$ cat config.mk
export PLATFORM = sky130hd
export DESIGN_NAME = pvtlb_top
export DESIGN_NICKNAME = d
export VERILOG_FILES = /design/src/rtl/pvtlb_pkg.sv /design/src/rtl/pvtlb_match.sv /design/src/rtl/pvtlb_store.sv /design/src/rtl/pvtlb_victim.sv /design/src/rtl/pvtlb_top.sv
export SDC_FILE = /design/constraint.sdc
export NUM_CORES = 1
export LEC_CHECK = 0
export BUFFER_PORTS_ARGS = -buffer_cell sky130_fd_sc_hd__buf_2
export CELL_PAD_IN_SITES_DETAIL_PLACEMENT = 1
export CELL_PAD_IN_SITES_GLOBAL_PLACEMENT = 2
export CORE_MARGIN = 4
export CORE_UTILIZATION = 39
export CTS_BUF_LIST = sky130_fd_sc_hd__clkbuf_16
export CTS_CLUSTER_SIZE = 20
export DETAILED_ROUTE_END_ITERATION = 8
export GPL_ROUTABILITY_DRIVEN = 0
export PLACE_DENSITY = 0.84
export SLEW_MARGIN = 20
export SYNTH_ARGS = -nofsm -noshare
export SYNTH_HDL_FRONTEND = slang
export SYNTH_SLANG_ARGS = --single-unit
$ cat constraint.sdc
create_clock -name clk -period 7.54 [get_ports clk]
set_clock_uncertainty 0.2 [all_clocks]
set_input_delay 1.508 -clock clk [delete_from_list [all_inputs] [get_ports clk]]
set_output_delay 1.508 -clock clk [all_outputs]
set_load 0.005 [all_outputs]
$ cat src/rtl/pvtlb_pkg.sv
package pvtlb_pkg;
  typedef enum logic [1:0] {
    OP_NOP     = 2'd0,
    OP_FILL    = 2'd1,
    OP_FLUSH   = 2'd2,
    OP_DROP    = 2'd3
  } tlb_op_e;
endpackage

$ cat src/rtl/pvtlb_match.sv
// Parallel tag comparator: one equality per slot, gated by valid.
module pvtlb_match #(
  parameter int N  = 8,
  parameter int TW = 22
) (
  input  logic [N-1:0]    ent_valid,
  input  logic [N*TW-1:0] ent_tags,
  input  logic [TW-1:0]   key,
  output logic [N-1:0]    hit_vec
);
  for (genvar g = 0; g < N; g++) begin : g_cmp
    assign hit_vec[g] = ent_valid[g] && (ent_tags[g*TW +: TW] == key);
  end
endmodule

$ cat src/rtl/pvtlb_store.sv
// Slot storage: flags with reset, payload without reset.
module pvtlb_store #(
  parameter int N  = 8,
  parameter int TW = 22,
  parameter int PW = 22,
  localparam int IW = $clog2(N)
) (
  input  logic            clk,
  input  logic            rst,
  input  logic            wr_en,
  input  logic [IW-1:0]   wr_idx,
  input  logic [TW-1:0]   wr_tag,
  input  logic [PW-1:0]   wr_ppn,
  input  logic            wr_pres,
  input  logic [N-1:0]    clr_mask,
  output logic [N-1:0]    ent_valid,
  output logic [N-1:0]    ent_pres,
  output logic [N*TW-1:0] ent_tags,
  output logic [N*PW-1:0] ent_ppns
);
  for (genvar g = 0; g < N; g++) begin : g_slot
    logic sel;
    assign sel = wr_en && (wr_idx == IW'(g));

    always_ff @(posedge clk) begin
      if (rst) begin
        ent_valid[g] <= 1'b0;
        ent_pres[g]  <= 1'b0;
      end else if (sel) begin
        ent_valid[g] <= 1'b1;
        ent_pres[g]  <= wr_pres;
      end else if (clr_mask[g]) begin
        ent_valid[g] <= 1'b0;
      end
    end

    always_ff @(posedge clk) begin
      if (sel) begin
        ent_tags[g*TW +: TW] <= wr_tag;
        ent_ppns[g*PW +: PW] <= wr_ppn;
      end
    end
  end
endmodule

$ cat src/rtl/pvtlb_victim.sv
// Slot choice for a fill: matching slot, else lowest empty, else
// rotating search for an unpinned slot starting at rr_ptr.
module pvtlb_victim #(
  parameter int N = 8,
  localparam int IW = $clog2(N)
) (
  input  logic [N-1:0]  ent_valid,
  input  logic [N-1:0]  ent_pres,
  input  logic [N-1:0]  hit_vec,
  input  logic [IW-1:0] rr_ptr,
  output logic [IW-1:0] sel_idx,
  output logic          sel_ok,
  output logic          sel_repl
);
  logic [IW-1:0] hit_idx, free_idx, rot_idx;
  logic          hit_any, free_any, rot_any;

  always_comb begin
    hit_idx  = '0;
    hit_any  = 1'b0;
    free_idx = '0;
    free_any = 1'b0;
    for (int k = N - 1; k >= 0; k--) begin
      if (hit_vec[k]) begin
        hit_idx = IW'(k);
        hit_any = 1'b1;
      end
      if (!ent_valid[k]) begin
        free_idx = IW'(k);
        free_any = 1'b1;
      end
    end
  end

  always_comb begin
    rot_idx = '0;
    rot_any = 1'b0;
    for (int k = 0; k < N; k++) begin
      int j;
      j = int'(rr_ptr) + k;
      if (j >= N) j = j - N;
      if (!rot_any && !ent_pres[j]) begin
        rot_idx = IW'(j);
        rot_any = 1'b1;
      end
    end
  end

  always_comb begin
    sel_idx  = '0;
    sel_ok   = 1'b0;
    sel_repl = 1'b0;
    if (hit_any) begin
      sel_idx = hit_idx;
      sel_ok  = 1'b1;
    end else if (free_any) begin
      sel_idx = free_idx;
      sel_ok  = 1'b1;
    end else if (rot_any) begin
      sel_idx  = rot_idx;
      sel_ok   = 1'b1;
      sel_repl = 1'b1;
    end
  end
endmodule

$ cat src/rtl/pvtlb_top.sv
module pvtlb_top #(
  parameter int N   = 8,
  parameter int AW  = 32,
  parameter int OFF = 10,
  parameter int PW  = 22
) (
  input  logic          clk,
  input  logic          rst,
  input  logic          cmd_valid,
  input  logic [1:0]    cmd_op,
  input  logic [AW-1:0] cmd_addr,
  input  logic [PW-1:0] cmd_ppn,
  input  logic          cmd_preserve,
  input  logic [AW-1:0] lk_addr,
  output logic          lk_hit,
  output logic [PW-1:0] lk_ppn,
  output logic          fill_err
);
  import pvtlb_pkg::*;
  localparam int TW = AW - OFF;
  localparam int IW = $clog2(N);

  tlb_op_e         op;
  logic [TW-1:0]   cmd_tag, lk_tag;
  logic            do_fill, do_flush, do_drop;
  logic [N-1:0]    ent_valid, ent_pres, cmd_vec, lk_vec, clr_mask;
  logic [N*TW-1:0] ent_tags;
  logic [N*PW-1:0] ent_ppns;
  logic [IW-1:0]   rr_ptr, sel_idx;
  logic            sel_ok, sel_repl, wr_en;
  logic [PW-1:0]   ppn_or;

  assign op       = tlb_op_e'(cmd_op);
  assign cmd_tag  = cmd_addr[AW-1:OFF];
  assign lk_tag   = lk_addr[AW-1:OFF];
  assign do_fill  = cmd_valid && (op == OP_FILL);
  assign do_flush = cmd_valid && (op == OP_FLUSH);
  assign do_drop  = cmd_valid && (op == OP_DROP);
  assign wr_en    = do_fill && sel_ok;

  always_comb begin
    clr_mask = '0;
    if (do_flush)     clr_mask = ~ent_pres;
    else if (do_drop) clr_mask = cmd_vec;
  end

  pvtlb_match #(.N(N), .TW(TW)) u_cmd_match (
    .ent_valid(ent_valid), .ent_tags(ent_tags), .key(cmd_tag), .hit_vec(cmd_vec)
  );

  pvtlb_match #(.N(N), .TW(TW)) u_lk_match (
    .ent_valid(ent_valid), .ent_tags(ent_tags), .key(lk_tag), .hit_vec(lk_vec)
  );

  pvtlb_victim #(.N(N)) u_victim (
    .ent_valid(ent_valid), .ent_pres(ent_pres), .hit_vec(cmd_vec),
    .rr_ptr(rr_ptr), .sel_idx(sel_idx), .sel_ok(sel_ok), .sel_repl(sel_repl)
  );

  pvtlb_store #(.N(N), .TW(TW), .PW(PW)) u_store (
    .clk(clk), .rst(rst), .wr_en(wr_en), .wr_idx(sel_idx), .wr_tag(cmd_tag),
    .wr_ppn(cmd_ppn), .wr_pres(cmd_preserve), .clr_mask(clr_mask),
    .ent_valid(ent_valid), .ent_pres(ent_pres), .ent_tags(ent_tags),
    .ent_ppns(ent_ppns)
  );

  always_ff @(posedge clk) begin
    if (rst) begin
      rr_ptr   <= '0;
      fill_err <= 1'b0;
    end else begin
      fill_err <= do_fill && !sel_ok;
      if (wr_en && sel_repl)
        rr_ptr <= (int'(sel_idx) == N - 1) ? '0 : sel_idx + 1'b1;
    end
  end

  always_comb begin
    ppn_or = '0;
    for (int k = 0; k < N; k++)
      if (lk_vec[k]) ppn_or = ppn_or | ent_ppns[k*PW +: PW];
  end

  assign lk_hit = ($countones(lk_vec) == 1);
  assign lk_ppn = lk_hit ? ppn_or : '0;
endmodule

# Word-level counts from Yosys, hierarchy flattened
# Index checks and enable logic that the tools add are counted.
# word_totals
inputBits	92
out_inout_bits	24
regBits	372
wordCells	285
# op_classes
addsub	23
n_mux	116
order_cmp	16
n_eq_ne	28
n_reduce_logical	60
n_bitwise	8
# op_table
op	count
$eq 22x22->1	16
$lt 32x5->1 const B	8
$mux 32	8
$ge 32x5->1 const B	7
$sub 32x5->32 const B	7
$mux 22	9
$or 22x22->22	7
$mux 3	28
$mux 1	61
$logic_and 1x1->1	37
$bmux 1 s3	8
$add 3x3->4 const B	4
$mux 8	2
$reduce_bool 2->1	8
$logic_not 1->1	14
$eq 3x3->1 const B	4
$add 1x1->2	4
$add 3x2->4 const B	2
$not 8->8	1
$add 2x2->3	2
$eq 3x1->1 const B	2
$eq 3x2->1 const B	2
$sub 3x4->5 const B	1
$add 3x1->4 const B	1
other kinds (7)	8

# Longest topological paths before layout
# logic_depth
ltp_word	33
depth_mapped	21
depth_no_buf	17

# Modules after synthesis
# Synthesis repeated with hierarchy kept, for this count alone.
# hier_totals
hier_cells	1286
area_unflattened_um2	18360.1
# by_module_without_submodules
mod	cells_per_inst	n_inst	seq_area_each_um2	area_each_um2
pvtlb_store	418	1	10890.4	11245.8
pvtlb_match	262	2	0.0	2174.6
pvtlb_top	199	1	80.1	1612.8
pvtlb_victim	145	1	0.0	1152.4

# Least setup slack after synthesis
# Ideal clock, no wire load.
# synth_timing
kind	input to output
start	input lk_addr[25]
end	output lk_ppn[12]
path_buffers	4
stages	21
setup_slack_ps	-225
required_ps	5832
t_arrival_ps	6057
cell_sequence	clkbuf_1 -> xor2_1 -> nor4_1 -> nand4_1 -> nor3_1 -> buf_2 -> buf_2 -> inv_1 -> fa_1 -> fa_1 -> fa_1 -> inv_1 -> ha_1 -> inv_1 -> fa_1 -> inv_1 -> nand3_1 -> o21ai_0 -> nand3_1 -> clkbuf_1 -> a31oi_1
# synth_between
elab_chain_len	18
elab_cells_between_ends	40
classes_between	add/sub: 7; eq/ne: 9; mux: 9; bitwise: 7; reduce/logical: 8
# synth_lines
element	line_no	source
start, declared	pvtlb_top.sv:14	input logic [AW-1:0] lk_addr,
$eq 22x22->1	pvtlb_match.sv:12	assign hit_vec[g] = ent_valid[g] && (ent_tags[g*TW +: TW] == key);
$logic_and 1x1->1	pvtlb_match.sv:12	
$mux 22	pvtlb_top.sv:81	if (lk_vec[k]) ppn_or = ppn_or | ent_ppns[k*PW +: PW];
$or 22x22->22	pvtlb_top.sv:81	
$mux 22	pvtlb_top.sv:81	
$or 22x22->22	pvtlb_top.sv:81	
$mux 22	pvtlb_top.sv:81	
$or 22x22->22	pvtlb_top.sv:81	
[... 2 more ...]	--	
$mux 22	pvtlb_top.sv:81	
$or 22x22->22	pvtlb_top.sv:81	
$mux 22	pvtlb_top.sv:81	
$or 22x22->22	pvtlb_top.sv:81	
$mux 22	pvtlb_top.sv:81	
$or 22x22->22	pvtlb_top.sv:81	
$mux 22	pvtlb_top.sv:81	
$mux 22 *	pvtlb_top.sv:85	assign lk_ppn = lk_hit ? ppn_or : '0;
end, declared	pvtlb_top.sv:16	output logic [PW-1:0] lk_ppn,
# Every way passes the cells marked *; elsewhere a longest branch is shown, timed or not.

# Worst setup path after layout
# layout_timing
start	input lk_addr[24]
end	output lk_ppn[13]
# Same word-level chain as after synthesis.

==> impl_metrics.csv <==
group,metric,value,unit
power_and_ir_drop,power-per-cell-area,214,nW/um^2
timing,grt_setup_unrepaired,"true",
critical_path,critPathArrivalTime,5.81,ns
synthesis,synth.most_common_cell,"sky130_fd_sc_hd__edfxtp_1",
power_and_ir_drop,leakagePower,7.27,nW
timing,final.min_clock_period,7.52,ns
synthesis,ys_warn_count,0,
route,drc,0,
placed_design,dp_cells,2064,
timing,max-slew-margin-rel,31.2,%
timing,final_hold_viol_count,0,
route,routed_via_density,5.82,
critical_path,critPathRequiredTime,5.83,ns
worst_hold_path,holdCritPathClass,"register to register",
floorplanning,num_rows,79,
critical_path,critical_path_startpoint,"lk_addr[24]",
outcome,run_status,"finished clean",
route,drt-initial-drc-count,1050,
clocking,clk-insertion-delay-late,0.57,ns
global_routing,maximum_number_of_pins_on_one_net_before_global_route_repair,34,
critical_path,worstSetupEndpointType,"primary output",
critical_path,timing.critical_path.to,"lk_ppn[13]",
global_routing,grt_first_pass_wirelength,89.9,mm
timing,tns,0,ns
synthesis,ys_top_cells_by_area,"sky130_fd_sc_hd__edfxtp_1, sky130_fd_sc_hd__xor2_1, sky130_fd_sc_hd__xnor2_1",
synthesis,synth_top_area_cell,"sky130_fd_sc_hd__edfxtp_1",
critical_path,rr_worst_depth,15,
synthesis,synth_cell_type_count,74,
synthesis,post_synthesis_instance_total,1359,
global_routing,via_count_of_the_first_global_routing_pass,13600,
synthesis,yosys.area.top_type_share,57.3,%
floorplanning,design.portCount,116,
route,dr_wl_met3,4.23,mm
critical_path,cpPeakStageDelay,0.55,ns
critical_path,slowest_stage_cell_crit_path,"sky130_fd_sc_hd__fa_1",
floorplanning,fp.dieArea,50900,sq um
placed_design,dp_worst_setup_slack,-0.301,ns
finish,syn2layout_area_growth,18.0,%
synthesis,syn-cell-area,18500,sq um
critical_path,critPathMaxFanout,7,
route,routed_wire_length_per_instance,28.5,um
timing,endpoints_failing_setup,0,
clocking,path_clk_slew,0.06,ns
clocking,cts_inserted_buffers,42,
critical_path,capture_point_of_the_worst_reg_to_reg_path,"u_store.ent_tags[126]",
critical_path,crit_chain,"buf_4 > xor2_1 > nor4_2 > buf_4 > nand4_1 > nor3_2 > inv_1 > fa_1 > fa_1 > fa_1 > inv_1 > ha_2 > inv_2 > fa_2 > inv_2 > nand3_2 > o21ai_2 > nand3_2 > buf_12 > buf_12 > a31oi_1 > buf_2",
synthesis,synth_seq_area_share,59.5,%
placed_design,hpwlAfterDp,40.4,mm
floorplanning,floorplan.initialDensity,39.5,%
timing,worst_pin_slew,1.03,ns
floorplanning,chipWidth,226,um
finish,finalInstanceArea,21800,sq um
global_routing,initial_antenna_violation_count,8,
synthesis,synth_nets,1466,
timing,finalHoldWorstSlack,0.368,ns
synthesis,yosys_most_used_dff,"sky130_fd_sc_hd__edfxtp_1",
clocking,max-clock-path-buffers,3,
critical_path,setup.worst_path.class,"primary input to primary output",
critical_path,setup_crit_start_kind,"primary input",
finish,final-instance-count-excl-fill,2148,
floorplanning,coreArea,46700,sq um
route,met1Wirelength,24.4,mm
timing,setup_slack,0.0221,ns
route,detailroute.via_count,12500,
route,firstDrtPassIters,5,
route,wire_length_on_met2,30.1,mm
critical_path,reg_to_reg_slack_setup,1.52,ns
finish,finish.net_count,1613,
route,route.final.wire_length,61.2,mm
timing,number_of_max_slew_violations_in_the_final_report,0,
synthesis,post_synth_edffs,352,
synthesis,yosys_register_bits,372,
global_routing,gr-total-overflow,0,
synthesis,syn_avg_cell_area,13.6,sq um
job,maxCapViolations,0,
clocking,cts_sinks,372,
power_and_ir_drop,vdd_ir_drop_max,0.000205,V
placed_design,dpl-instance-area,20000,sq um
route,route.antenna.remaining_nets,0,
synthesis,synth_commonest_cells,"sky130_fd_sc_hd__edfxtp_1, sky130_fd_sc_hd__xor2_1, sky130_fd_sc_hd__xnor2_1",
critical_path,worst_r2r_startpoint,"rr_ptr[1]",
clocking,clock_tree.htree_level_count,2,
placed_design,port-buffer-count,95,
timing,clock.fmax,133,MHz
synthesis,async_reset_ff_share,0,%
clocking,tritoncts_clock_tree,"done",
finish,final_layout_size_suffix_gt1_share,22.6,%
global_routing,grt.total_usage,23.9,%
route,dr.max_layer_used,"met5",
clocking,cts_root_buffer,"sky130_fd_sc_hd__clkbuf_16",
critical_path,crit_path_frequent_cell,"sky130_fd_sc_hd__fa_1",
floorplanning,fp.dieH,226,um
timing,fin_crit_sh,99.7,%
[report_power, final]
| part | internal (mW) | leakage (nW) | switching (mW) |
|---|---|---|---|
| Clock | 1.23 | 0.711 | 0.864 |
| Combinational | 0.0945 | 3.22 | 0.203 |
| Sequential | 2.27 | 3.33 | 0.00568 |
[timing repair]
action / CTS / global route
pin swaps: 10 / 13
cloned: 1 / 0
setup endpoints to repair: 23 / 23
setup buffers: 3 / 2
hold buffers: 0 / 0
gates resized for setup: 45 / 25
[critical path: cells and delay by family]
kind                     cells  cell delay, ns
buffers and inverters        9            1.09
AO/OA/AOI/OAI                2            0.22
XOR/XNOR                     1            0.19
adder cells (fa/ha/maj)      5            1.97
AND/OR/NAND/NOR              5            0.84
[metal layers]
metal,vias up,track usage [%]
met5,-,0
met4,8,9.09
met3,127,4.32
met2,492,40.8
met1,6456,30.5
li1,5419,-
[layout by cell type, fill, tap and decap left out, drive strengths merged, types with 28 or more instances in the layout]
cell,Yosys,final
buf,33,173
clkbuf,36,42
nor2,28,28
nand2,49,49
nand4,43,43
nor4,78,78
xor2,249,249
edfxtp,352,352
inv,34,43
a22oi,45,45
xnor2,106,106
[worst min path at each step]
stage,from,to,slack (ns),depth (start not counted)
2_1_floorplan,u_store.ent_pres[4],u_store.ent_pres[4],0.28,2
3_3_place_gp,u_store.ent_pres[0],u_store.ent_pres[0],0.34,2
3_5_place_dp,u_store.ent_pres[4],u_store.ent_pres[4],0.36,2
4_1_cts,u_store.ent_pres[4],u_store.ent_pres[4],0.37,2
5_1_grt,u_store.ent_pres[1],u_store.ent_pres[1],0.40,2
6_report,u_store.ent_pres[2],u_store.ent_pres[2],0.37,2
[cells by family (layout without fill, tap and decap cells)]
family	count (synthesis)	count (layout)	share of synthesized area (%)
AO/OA/AOI/OAI	179	179	7.00
flip-flops	372	372	59.5
buffers and inverters	104	282	2.95
multiplexers	37	37	2.71
AND/OR/NAND/NOR	297	297	9.77
adder cells (fa/ha/maj)	15	15	1.18
XOR/XNOR	355	355	16.9
other	0	4	0
[state kept, by name, summed over array words and instances (netlist names)]
name and count:
u_store.ent_ppns 176, u_store.ent_tags 176, u_store.ent_pres 8, u_store.ent_valid 8
rr_ptr 3, fill_err 1
[through the flow]
stage	total power, mW	utilization, %
after floorplan	2.47	-
after global placement	2.59	42.8
after detailed placement	2.60	42.8
after CTS	4.68	46.4
after global routing	4.80	46.6
final	4.66	46.7
[area by class of cell]
cell class | count | area (sq um)
clock inverters | 33 | 344
clock buffers | 42 | 1050
well taps | 607 | 759
flip-flops and latches | 372 | 11000
repair buffers | 173 | 1200
multi-input cells | 883 | 7300
inverters | 34 | 128
diodes | 4 | 10.0
fillers | 4692 | 24900
(Power assumes the default switching activity.)
